==> src/rtl/ddrdes_pkg.sv <==
`timescale 1ns/1ps
package ddrdes_pkg;

  // Which half of the bit pair carried the first 1 of the frame step.
  typedef enum logic {
    PH_RISE = 1'b0,
    PH_FALL = 1'b1
  } start_phase_e;

  // Bit history kept per lane: one word plus the two bits of the newest pair.
  function automatic int unsigned hist_width(int unsigned word_w);
    return word_w + 2;
  endfunction

endpackage

==> src/rtl/ddrdes_lane_hist.sv <==
`timescale 1ns/1ps
module ddrdes_lane_hist #(
  parameter int unsigned HW = 14
) (
  input  logic          clk,
  input  logic          rst,
  input  logic          bit_r,
  input  logic          bit_f,
  output logic [HW-1:0] hist_nx
);

  // Only the older bits need storage; the newest pair arrives each cycle.
  logic [HW-3:0] hist_q;

  // Oldest bit in the MSB; rising sample precedes falling sample.
  assign hist_nx = {hist_q, bit_r, bit_f};

  always_ff @(posedge clk) begin
    if (rst) hist_q <= '0;
    else     hist_q <= hist_nx[HW-3:0];
  end

endmodule

==> src/rtl/ddrdes_word_pick.sv <==
`timescale 1ns/1ps
module ddrdes_word_pick
  import ddrdes_pkg::*;
#(
  parameter int unsigned WORD_W = 12
) (
  input  logic [WORD_W+1:0] hist_nx,
  input  start_phase_e      phase,
  output logic [WORD_W-1:0] word
);

  // The newest falling bit always belongs to the next word.
  logic unused_newest;
  assign unused_newest = hist_nx[0];

  always_comb begin
    if (phase == PH_RISE) word = hist_nx[WORD_W+1:2];
    else                  word = hist_nx[WORD_W:1];
  end

endmodule

==> src/rtl/ddrdes_frame_align.sv <==
`timescale 1ns/1ps
module ddrdes_frame_align
  import ddrdes_pkg::*;
#(
  parameter int unsigned WORD_W      = 12,
  parameter int unsigned LOCK_FRAMES = 4
) (
  input  logic              clk,
  input  logic              rst,
  input  logic [WORD_W+1:0] fhist_nx,
  output logic              take,
  output start_phase_e      phase,
  output logic              locked
);

  localparam int unsigned HALF  = WORD_W / 2;
  localparam int unsigned PAIRS = WORD_W / 2;
  localparam int unsigned CW    = $clog2(LOCK_FRAMES + 1);
  localparam int unsigned TW    = $clog2(PAIRS + 1);
  localparam logic [WORD_W-1:0] PATTERN = {{HALF{1'b1}}, {HALF{1'b0}}};

  logic              step_r, step_f, seen, good, starve, lock_nx;
  logic [WORD_W-1:0] fwin;
  logic [CW-1:0]     cnt_q, cnt_nx;
  logic [TW-1:0]     gap_q;

  // Step on the rising sample: previous falling 0, this rising 1.
  assign step_r = fhist_nx[1] & ~fhist_nx[2];
  // Step on the falling sample: this rising 0, this falling 1.
  assign step_f = fhist_nx[0] & ~fhist_nx[1];
  assign seen   = step_r | step_f;
  assign phase  = step_r ? PH_RISE : PH_FALL;
  assign fwin   = step_r ? fhist_nx[WORD_W+1:2] : fhist_nx[WORD_W:1];
  assign good   = seen && (fwin == PATTERN);
  assign starve = !seen && (gap_q == TW'(PAIRS - 1));

  always_comb begin
    cnt_nx = cnt_q;
    if (seen) begin
      if (!good)                            cnt_nx = '0;
      else if (cnt_q != CW'(LOCK_FRAMES))   cnt_nx = cnt_q + 1'b1;
    end else if (starve) begin
      cnt_nx = '0;
    end
  end

  assign lock_nx = (cnt_nx == CW'(LOCK_FRAMES));
  assign take    = good && lock_nx;

  always_ff @(posedge clk) begin
    if (rst) begin
      cnt_q  <= '0;
      gap_q  <= '0;
      locked <= 1'b0;
    end else begin
      cnt_q  <= cnt_nx;
      gap_q  <= (seen || starve) ? '0 : gap_q + 1'b1;
      locked <= lock_nx;
    end
  end

  AST_BAD_FRAME_UNLOCKS: assert property (@(posedge clk) disable iff (rst)
    (seen && !good) |=> !locked);
  AST_STALL_UNLOCKS: assert property (@(posedge clk) disable iff (rst)
    starve |=> !locked);
  AST_LOCK_FROM_GOOD: assert property (@(posedge clk) disable iff (rst)
    $rose(locked) |-> $past(good));
  AST_COUNT_BOUND: assert property (@(posedge clk) disable iff (rst)
    cnt_q <= CW'(LOCK_FRAMES));

endmodule

==> src/rtl/ddr_frame_deserializer.sv <==
`timescale 1ns/1ps
module ddr_frame_deserializer
  import ddrdes_pkg::*;
#(
  parameter int unsigned LANES       = 8,
  parameter int unsigned WORD_W      = 12,
  parameter int unsigned LOCK_FRAMES = 4
) (
  input  logic                     clk,
  input  logic                     rst,
  input  logic [LANES-1:0]         lane_rise,
  input  logic [LANES-1:0]         lane_fall,
  input  logic                     frm_rise,
  input  logic                     frm_fall,
  output logic                     word_valid,
  output logic [LANES*WORD_W-1:0]  word_data,
  output logic                     frame_lock
);

  localparam int unsigned HW = hist_width(WORD_W);

  logic [HW-1:0]           fhist_nx;
  logic [LANES*WORD_W-1:0] words;
  logic                    take;
  start_phase_e            phase;

  ddrdes_lane_hist #(.HW(HW)) u_frame_hist (
    .clk     (clk),
    .rst     (rst),
    .bit_r   (frm_rise),
    .bit_f   (frm_fall),
    .hist_nx (fhist_nx)
  );

  ddrdes_frame_align #(.WORD_W(WORD_W), .LOCK_FRAMES(LOCK_FRAMES)) u_align (
    .clk      (clk),
    .rst      (rst),
    .fhist_nx (fhist_nx),
    .take     (take),
    .phase    (phase),
    .locked   (frame_lock)
  );

  for (genvar g = 0; g < LANES; g++) begin : g_lane
    logic [HW-1:0] hist_nx;

    ddrdes_lane_hist #(.HW(HW)) u_hist (
      .clk     (clk),
      .rst     (rst),
      .bit_r   (lane_rise[g]),
      .bit_f   (lane_fall[g]),
      .hist_nx (hist_nx)
    );

    ddrdes_word_pick #(.WORD_W(WORD_W)) u_pick (
      .hist_nx (hist_nx),
      .phase   (phase),
      .word    (words[g*WORD_W +: WORD_W])
    );
  end

  always_ff @(posedge clk) begin
    if (rst) begin
      word_valid <= 1'b0;
      word_data  <= '0;
    end else begin
      word_valid <= take;
      if (take) word_data <= words;
    end
  end

  AST_VALID_NEEDS_LOCK: assert property (@(posedge clk) disable iff (rst)
    word_valid |-> frame_lock);
  AST_VALID_SINGLE: assert property (@(posedge clk) disable iff (rst)
    word_valid |=> !word_valid);
  AST_DATA_HOLD: assert property (@(posedge clk) disable iff (rst)
    !word_valid |-> $stable(word_data));
  AST_LOCK_WITH_PULSE: assert property (@(posedge clk) disable iff (rst)
    $rose(frame_lock) |-> word_valid);

endmodule

==> config.mk <==
export PLATFORM = sky130hd
export DESIGN_NAME = ddr_frame_deserializer
export DESIGN_NICKNAME = d
export VERILOG_FILES = /design/src/rtl/ddrdes_pkg.sv /design/src/rtl/ddrdes_lane_hist.sv /design/src/rtl/ddrdes_word_pick.sv /design/src/rtl/ddrdes_frame_align.sv /design/src/rtl/ddr_frame_deserializer.sv
export SDC_FILE = /design/constraint.sdc
export NUM_CORES = 1
export LEC_CHECK = 0
export BUFFER_PORTS_ARGS = -buffer_cell sky130_fd_sc_hd__buf_2
export CORE_MARGIN = 1
export CORE_UTILIZATION = 60
export CTS_CLUSTER_DIAMETER = 80
export DETAILED_ROUTE_END_ITERATION = 10
export PLACE_DENSITY = 0.83
export SETUP_SLACK_MARGIN = 0.05
export SYNTH_ARGS = -nofsm -noshare
export SYNTH_HDL_FRONTEND = slang
export SYNTH_HIERARCHICAL = 1
export SYNTH_SLANG_ARGS = --single-unit
==> constraint.sdc <==
create_clock -name clk -period 3.64 [get_ports clk]
set_input_delay 0.546 -clock clk [delete_from_list [all_inputs] [get_ports clk]]
set_output_delay 0.546 -clock clk [all_outputs]
set_load 0.005 [all_outputs]
==> run metrics, run 1 <==
number of port buffers=117; routed wire length=approximately 14 mm; outcome=finished, final reports clean; Arr. time, crit path=a little over 3000 ps; CTS Buf Count=22; die width=roughly 120 µm; hold buffers post-CTS=0; fin crit period=between 2000 and 3000 ps; critical path class=reg2reg; grt total ovfl=0; CTS max path bufs=3; leakage=approximately 4.2 nW; Post-CTS Setup Inserts=0; Resized Gates After CTS=0; Post-Synthesis Cells=700; startpoint type of the worst setup path=flip-flop; Via density=between 5 and 6; first-pass GRT wire length=about 24 mm; Setup TNS Final=0 ps; fin crit share=about three quarters; initial antenna violation count=0; hold slack=between 200 and 300 ps; largest net degree at the start of global routing=approximately 110; worst skew pair latency=490 ps; Initial DRC Count=160; Max Cap Violations=0; Mapped Nets=724; CTS tree=yes; I/O Pins=118; Root Driver=clkbuf_16; vias in the first global route=between 5,000 and 6,000; combinational power share=around 5.1%; die area=around 15,000 µm²; Setup-failing EPs final=0; Slew Limit Fails=0; mapped cell area=around 8700 µm²; Routed WL per cell=between 10 and 15 µm; Layout area overhead=13.34%; core box area=about 14,000 µm²; Net Sw Frac=about a fifth; syn_area_per_cell=12.45 µm²; worst-path fanout max=47; Pint=around 3.7 mW; Worst Skew=6.888 ps; site row count=43; Worst setup EP type=flip-flop; clock share of power=44.0%; level count of the clock H-tree=1; sequential share of power=around 51%; P_sw=~0.98 mW; maximum vdd drop=between 0.4 and 0.5 mV; vias=approximately 5,000; RSZ-0062 raised after global routing=false; n_diodes=0; ANT nets after route=0; Initial Util=62.05%; DRC errors left=0; Die Ht=~120 µm; Clock Sink Count=212; synth warn=6; max_slew headroom=38.21%; GRT Overall Usage=between 10% and 20%; layout cell share with drive strength beyond 1=roughly 45%; CP Data Required Time=3970 ps; dpl hpwl=9.351 mm; worst slew pin tran=approximately 930 ps; Achievable Freq=about 370 MHz; CTS clk-pin slew, worst paths=60 ps; Hold Fails Final Rpt=0; worst min path class=in2reg; Nets=824; PwrDens=471.8 nW/µm²; DRT Pass-1 Iters=4; gp weighted congestion=0.7925
worst max-delay path: stages, from the launching register on:
cell,delay [ps]
dfxtp_1,300
or4_4,540
a2111oi_4,340
nand2_1,120
nor4_2,520
buf_12,370
mux2i_1,250
nor2_1,70
per-stage QoR:
| step | setup WS (ps) | cells | total power [mW] | util, % | instance area, µm² |
|---|---|---|---|---|---|
| after floorplan | 1271 | 700 | 2.638 | - | 8713 |
| after global placement | 901.3 | 956 | 2.654 | 65.62 | 9215 |
| after detailed placement | 761.6 | 956 | 2.663 | 65.62 | 9215 |
| after CTS | 913.9 | 995 | 4.708 | 70.33 | 9876 |
| after global routing | 769.6 | 995 | 4.830 | 70.33 | 9876 |
| final | 933.7 | 995 | 4.660 | 70.33 | 9876 |
layout by cell type, fill, tap and decap left out, drive strengths merged:
cell	count
inv	5
nor3	3
xnor2	2
and2b	18
a2111oi	2
buf	124
o21ai	2
a211oi	1
a32o	1
and3b	1
mux2	96
a211o	1
a21oi	4
nor2b	94
nor4	1
ha	4
dfxtp	212
clkinv	4
nand4	1
nor2	99
nand3b	2
mux2i	96
nand2b	1
a22oi	1
clkbuf	36
or4	1
nand2	3
cell type report:
type	instances	area [µm²]
Fill cell	974	4167
Multi-Input combinational cell	434	4030
Clock buffer	35	640.6
Sequential cell	212	4244
Timing Repair Buffer	125	691.9
Clock inverter	4	20.02
Inverter	5	23.77
Tap cell	180	225.2
path summary, 6_finish.rpt:
| kind | startpoint | endpoint | slack, ps | cells after the start |
|---|---|---|---|---|
| setup reg to reg | u_frame_hist/hist_q[1] | word_data[55] | 930 | 7 |
| hold / removal | lane_fall[5] | g_lane[5].u_hist/hist_q[0] | 270 | 2 |
| setup / recovery | u_frame_hist/hist_q[1] | word_data[55] | 930 | 7 |
| hold reg to reg | u_frame_hist/hist_q[8] | u_frame_hist/hist_q[10] | 470 | 1 |
metal layers:
metal | up-vias | wire, µm | track usage, %
met3 | 20 | 835 | 5.576
met5 | - | 0 | 0
li1 | 2514 | - | -
met1 | 2374 | 6232 | 22.65
met2 | 101 | 7011 | 33.78
met4 | 0 | 259 | 5.107
power groups by stage:
stage	clock network, mW	logic (mW)	registers, mW
3_3_place_gp	0	0.231	2.42
2_1_floorplan	0	0.220	2.42
4_1_cts	2.10	0.239	2.37
5_1_grt	2.20	0.253	2.38
3_5_place_dp	0	0.238	2.43
6_report	2.05	0.237	2.37
registers in the layout (all words and copies together), names as in the netlist:
register / count
word_data: 96
u_frame_hist/hist_q: 12
u_align/cnt_q: 3
u_align/locked: 1
g_lane.u_hist/hist_q: 96
word_valid: 1
u_align/gap_q: 3
Note: power is estimated with default switching activity, not from simulation.
==> inputs of run 2 (changes only) <==
--- a/config.mk
+++ b/config.mk
@@ -7,10 +7,10 @@
 export LEC_CHECK = 0
 export BUFFER_PORTS_ARGS = -buffer_cell sky130_fd_sc_hd__buf_2
 export CORE_MARGIN = 1
-export CORE_UTILIZATION = 60
+export CORE_UTILIZATION = 57
 export CTS_CLUSTER_DIAMETER = 80
 export DETAILED_ROUTE_END_ITERATION = 10
-export PLACE_DENSITY = 0.83
+export PLACE_DENSITY = 0.79
 export SETUP_SLACK_MARGIN = 0.05
 export SYNTH_ARGS = -nofsm -noshare
 export SYNTH_HDL_FRONTEND = slang
==> constraint.sdc (replaced) <==
create_clock -name clk -period 2.5 [get_ports clk]
set_input_delay 0.375 -clock clk [delete_from_list [all_inputs] [get_ports clk]]
set_output_delay 0.375 -clock clk [all_outputs]
set_load 0.005 [all_outputs]
==> run 2 against run 1 <==
Clock skew increased by 7.6 ps. Non-clock buffer count up 12. Flip-flop and latch count stayed put. Via count rose by 3.3%. Highest routed layer unchanged. First-iteration DRC count increased by 36%. The run now ends with design-rule violations left. Register-to-register slack worse by 850 ps. Final area rose by 4.3%. Critical path type unchanged. Fmax grew 12%.
==> run metrics, run 2 (synthesized netlist as in run 1, its figures left out) <==
outcome=finished with violations; failing checks=design-rule violations; RSZ-0062 raised after global routing=true; largest registers=g_lane.u_hist/hist_q: 96 flops, word_data: 96 flops, u_frame_hist/hist_q: 12 flops; Clock Sink Count=212 (unchanged); n_diodes=0 (unchanged); core box area=14,700 µm² (+4.7%); Initial Util=59.28% (-2.8 points); site row count=44 (+2.3%); Worst setup EP type=flip-flop; Routed WL per cell=15.56 µm (+8.0%); critical path class=reg2reg; max_slew headroom=64.24% (+26 points); critical path's top delay family=simple AND/OR/NAND/NOR gates; CTS tree=yes; Nets=836 (+1.5%); crit path cell chain=or4_4 > a2111oi_4 > nand2_1 > nor4_4 > buf_6 > buf_16 > mux2i_1 > nor2_1; Root Driver=clkbuf_16; leading cell types in the layout, fill and taps excluded=dfxtp_1, buf_2, nor2_1; Via density=5.115 (+1.6%); slowest CP cell=or4_4; worst skew pair latency=490 ps (about the same); CP Launch Point=u_frame_hist/hist_q[1]; maximum vdd drop=0.5282 mV (+26%); worst slew pin tran=536.4 ps (-390.4 ps); die width=125.6 µm (+2.6%); number of port buffers=117 (unchanged); I/O Pins=118 (unchanged); final instance area=10,300 µm² (+4.3%); Max Cap Violations=0 (unchanged); hold buffers post-CTS=0 (unchanged); Placement Setup Slack=58.00 ps (-703.6 ps); gp weighted congestion=0.7759 (-2.1%); worst path setup slack after routing=88.05 ps (-845.7 ps); layout cell share with drive strength beyond 1=47.22% (+2.7 points); dpl cell area=9330 µm² (+1.2%); CTS clk-pin slew, worst paths=60 ps (about the same); Post-CTS Setup Inserts=0 (unchanged); hold path startpoint=lane_fall[7]; DRT Pass-1 Iters=10 (+6); startpoint type of the worst setup path=flip-flop; Worst Skew=14.48 ps (+7.594 ps); worst-path fanout max=10 (-79%); Die Ht=125.6 µm (+2.6%); hold slack=98.15 ps (-169.5 ps); ANT nets after route=0 (unchanged); Worst Path Buf+Inv=2 (+1); Slew Limit Fails=0 (unchanged); CTS max path bufs=3 (unchanged); vias=5,176 (+3.3%); initial antenna violation count=0 (unchanged); die area=15,790 µm² (+5.2%); Initial DRC Count=218 (+36%); DRC errors left=7 (+7); vias in the first global route=5,168 (+1.3%); GRT Overall Usage=19.27% (+0.084 points); level count of the clock H-tree=1 (unchanged); largest net degree at the start of global routing=63 (-45%); fin crit period=2412 ps (-294.3 ps); RR Startpoint=u_frame_hist/hist_q[1]; Achievable Freq=414.6 MHz (+12%); fin crit share=96.48% (+22 points); Layout area overhead=18.22%; grt total ovfl=0 (unchanged); CTS Buf Count=22 (unchanged); PwrDens=715.6 nW/µm² (+52%); Arr. time, crit path=2760 ps (-280 ps); commonest non-fill, non-tap cell in the layout=dfxtp_1; worst min path class=in2reg; routed wire length=15.75 mm (+9.9%); WHS Path Cells=2 (unchanged); dpl hpwl=9.999 mm (+6.9%); first-pass GRT wire length=25.27 mm (+7.1%); Critical Path Stages=8 (+1); Largest stage delay, worst path=540 ps (about the same); leakage=4.407 nW (+4.3%); CP Data Required Time=2840 ps (-1130 ps); R2R depth=8 (+1); Hold Fails Final Rpt=0 (unchanged); Setup-failing EPs final=0 (unchanged)
[run 2: area by class of cell]
| class | instances | area, µm² |
|---|---|---|
| Timing Repair Buffer | 137 | 914.6 |
| Inverter | 5 | 23.77 |
| Fill cell | 1038 | 4398 |
| Multi-Input combinational cell | 434 | 4083 |
| Sequential cell | 212 | 4244 |
| Clock inverter | 13 | 195.2 |
| Tap cell | 184 | 230.2 |
| Clock buffer | 27 | 610.6 |
[run 2: timing repair]
item,4_1_cts,5_1_grt
pin swaps,0,3
setup endpoints to repair,1,81
gates resized for setup,1,15
gates cloned,0,4
[run 2: power breakdown]
| group | switching [mW] | total, mW | leakage, nW | internal (mW) |
|---|---|---|---|---|
| logic | 0.164 | 0.357 | 2.29 | 0.192 |
| clock network | 1.30 | 3.56 | 0.395 | 2.25 |
| registers | 0.0326 | 3.46 | 1.72 | 3.42 |
[run 2: worst register-to-register path, delay by kind of cell, from the launching register on]
family / cells / cell delay (ps)
flip-flops: 1 / 310
AO/OA/AOI/OAI: 1 / 220
buffers and inverters: 2 / 390
multiplexers: 1 / 220
AND/OR/NAND/NOR: 4 / 1130
[run 2: stage by stage]
step	TNS (ps)	instances	total power [mW]	util, %
final	0	1012	7.371	70.08
after global routing	-629.6	1012	7.601	70.08
after CTS	0	1008	7.452	69.01
after detailed placement	0	968	3.890	63.47
after global placement	0	968	3.876	63.47
after floorplan	0	700	3.841	-
[run 2: worst paths after layout]
kind | endpoint | slack [ps]
worst max-delay path | word_data[69] | 90
worst min-delay path | g_lane[7].u_hist/hist_q[0] | 100
worst min register to register | u_frame_hist/hist_q[10] | 470
worst max register to register | word_data[69] | 90
[run 2: layer usage]
layer | global-route usage, % | routed length [µm] | vias up
li1 | - | - | 2540
met1 | 24.77 | 7017 | 2485
met2 | 33.24 | 7817 | 120
met3 | 3.059 | 607 | 31
met4 | 6.026 | 307 | 0
met5 | 0 | 0 | -
==> inputs of run 3 (changes only) <==
--- a/config.mk
+++ b/config.mk
@@ -6,6 +6,7 @@
 export NUM_CORES = 1
 export LEC_CHECK = 0
 export BUFFER_PORTS_ARGS = -buffer_cell sky130_fd_sc_hd__buf_2
+export CORE_ASPECT_RATIO = 1.5
 export CORE_MARGIN = 1
 export CORE_UTILIZATION = 57
 export CTS_CLUSTER_DIAMETER = 80
==> run 3 against run 2 <==
The flow now finishes without violations. Clock skew is 2.4 ps lower. Sequential power hardly changed. Via count is 1.5% lower. Cell count is 0.89% higher. Die area hardly changed. Wire length is 0.86% lower. Critical endpoint is now word_data[73]. Worst hold slack better by 8.6 ps. Power is 8.7% lower. Sequential share of layout area is 0.62 points higher. Register-to-register slack worse by 30 ps. Critical path depth stayed put. Fmax is 1.4% lower.
==> run metrics, run 3 (synthesized netlist as in run 1, its figures left out) <==
outcome=finished, final reports clean; dpl hpwl=10.03 mm (+0.34%); worst path setup slack after routing=54.60 ps (-33.45 ps); DRC errors left=0 (-7); I/O Pins=118 (unchanged); leading cell types in the layout, fill and taps excluded=dfxtp_1, buf_2, nor2_1; Worst setup EP type=flip-flop; hold path startpoint=lane_fall[6]; vias in the first global route=5,234 (+1.3%); worst slew pin tran=548.2 ps (+11.81 ps); fin crit share=97.82% (+1.3 points); Worst R2R End=word_data[73]; Routed WL per cell=15.29 µm (-1.7%); GRT Overall Usage=18.83% (-0.44 points); CTS clk-pin slew, worst paths=70 ps (about the same); n_diodes=0 (unchanged); DP Cell Count=980 (+1.2%); Setup-failing EPs final=0 (unchanged); gp weighted congestion=0.7418 (-4.4%); CTS tree=yes; maximum vdd drop=0.4884 mV (-7.5%); RR Startpoint=u_frame_hist/hist_q[1]; worst skew pair latency=480 ps (about the same); initial antenna violation count=0 (unchanged); site row count=55 (+25%); Layout area overhead=16.50%; level count of the clock H-tree=1 (unchanged); vias=5,097 (-1.5%); Root Driver=clkbuf_16; Post-CTS Setup Inserts=0 (unchanged); first-pass GRT wire length=24.11 mm (-4.6%); routed wire length=15.62 mm (-0.86%); max_slew headroom=63.45% (-0.79 points); startpoint type of the worst setup path=flip-flop; Pint=5.328 mW (-9.2%); fin crit period=2445 ps (+33.45 ps); clock share of power=43.4% (-4.9 points); Net Sw Frac=20.83% (+0.47 points); Hold Fails Final Rpt=0 (unchanged); non-filler cells, final=1,021 (+0.89%); worst min path class=in2reg; CTS max path bufs=3 (unchanged); Power Total=6.730 mW (-8.7%); critical path class=reg2reg; number of port buffers=117 (unchanged); P_sw=1.402 mW (-6.6%); leakage=4.333 nW (-1.7%); layout cell share with drive strength beyond 1=46.84% (-0.39 points); ANT nets after route=0 (unchanged); Max Cap Violations=0 (unchanged); Placement Setup Slack=57.27 ps (-0.7374 ps); Slew Limit Fails=0 (unchanged); grt total ovfl=0 (unchanged); core box area=15,000 µm² (+2.1%); largest net degree at the start of global routing=101 (+60%); Arr. time, crit path=2790 ps (+30 ps); sequential share of power=51.4% (+4.5 points); R2R depth=8 (unchanged); Worst Hold End=g_lane[6].u_hist/hist_q[0]; Initial DRC Count=152 (-30%); commonest non-fill, non-tap cell in the layout=dfxtp_1; Achievable Freq=408.9 MHz (-1.4%); worst-path fanout max=9 (-1); Nets=832 (-0.48%); Clock Sink Count=212 (unchanged); flop2flop setup slack=50 ps (-30 ps); DRT Pass-1 Iters=4 (-6); die width=103.0 µm (-18%); CP Data Required Time=2840 ps (about the same); PwrDens=663.0 nW/µm² (-7.4%); Worst Skew=12.13 ps (-2.356 ps); combinational power share=5.3% (+0.5 points); WHS Path Cells=2 (unchanged); Via density=4.992 (-2.4%); die area=15,800 µm² (about the same); largest registers=g_lane.u_hist/hist_q: 96 flops, word_data: 96 flops, u_frame_hist/hist_q: 12 flops; RSZ-0062 raised after global routing=true; Initial Util=58.08% (-1.2 points); CTS Buf Count=20 (-9.1%); Die Ht=153.4 µm (+22%)
## run 3: cell types whose count changed in the layout (fill, tap and decap cells not counted), sizes merged
cell and change:
bufinv -5, clkinvlp -1, clkbuf +4, clkinv -1, buf -3
## run 3: layout make-up
cell class	count	area, µm²
inverter	5	21.27
clock inverter	6	32.53
fill	1165	4851
multi-input combinational	434	4074
tap	199	249.0
timing repair buffer	135	909.6
clock buffer	30	619.3
sequential	212	4245
## run 3: how the worst max path moves through the flow
stage	startpoint	end	slack (ps)
6_report	u_frame_hist/hist_q[1]	word_data[73]	50
5_1_grt	u_frame_hist/hist_q[1]	word_data[20]	-30
4_1_cts	u_frame_hist/hist_q[1]	word_data[73]	40
3_5_place_dp	u_frame_hist/hist_q[1]	word_data[73]	60
3_3_place_gp	u_frame_hist/hist_q[1]	word_data[67]	200
2_1_floorplan	u_frame_hist/hist_q[1]	word_data[74]	270
## run 3: critical path, cell delays in order (launching register included)
cell and delay (ps):
dfxtp_2 320, or4_4 540, a2111oi_4 230, nand2_1 170
nor4_4 330, buf_6 230, buf_16 170, mux2i_2 230
nor2_1 70
## run 3: metrics by stage
step	utilization [%]	hold WS, ps	setup TNS (ps)	cell area [µm²]
after floorplan	-	433.3	0	8713
after global placement	62.15	446.5	0	9324
after detailed placement	62.15	460.6	0	9324
after CTS	66.55	88.44	0	9983
after global routing	67.66	92.83	-120.6	10150
final	67.66	106.7	0	10150
## run 3: power by group through the flow
stage                     Sequential, mW  Clock [mW]  Combinational [mW]
final                               3.46        2.92               0.353
after global routing                3.46        3.14               0.374
after CTS                           3.46        3.00               0.354
after detailed placement            3.53           0               0.353
after global placement              3.53           0               0.344
after floorplan                     3.52           0               0.320
## run 3: what timing repair did
item / CTS / global route
cloned: 0 / 5
hold buffers: 0 / 0
gates resized for setup: 1 / 12
pin swaps: 0 / 1
setup endpoints to repair: 1 / 89
## run 3: layer usage
metal	global-route usage [%]	wire length, µm	share of wire [%]	vias up
li1	-	-	-	2526
met1	20.25	6396	41	2448
met2	35.71	8422	54	102
met3	3.109	522	3.3	21
met4	6.774	274	1.8	0
met5	0	0	0	-
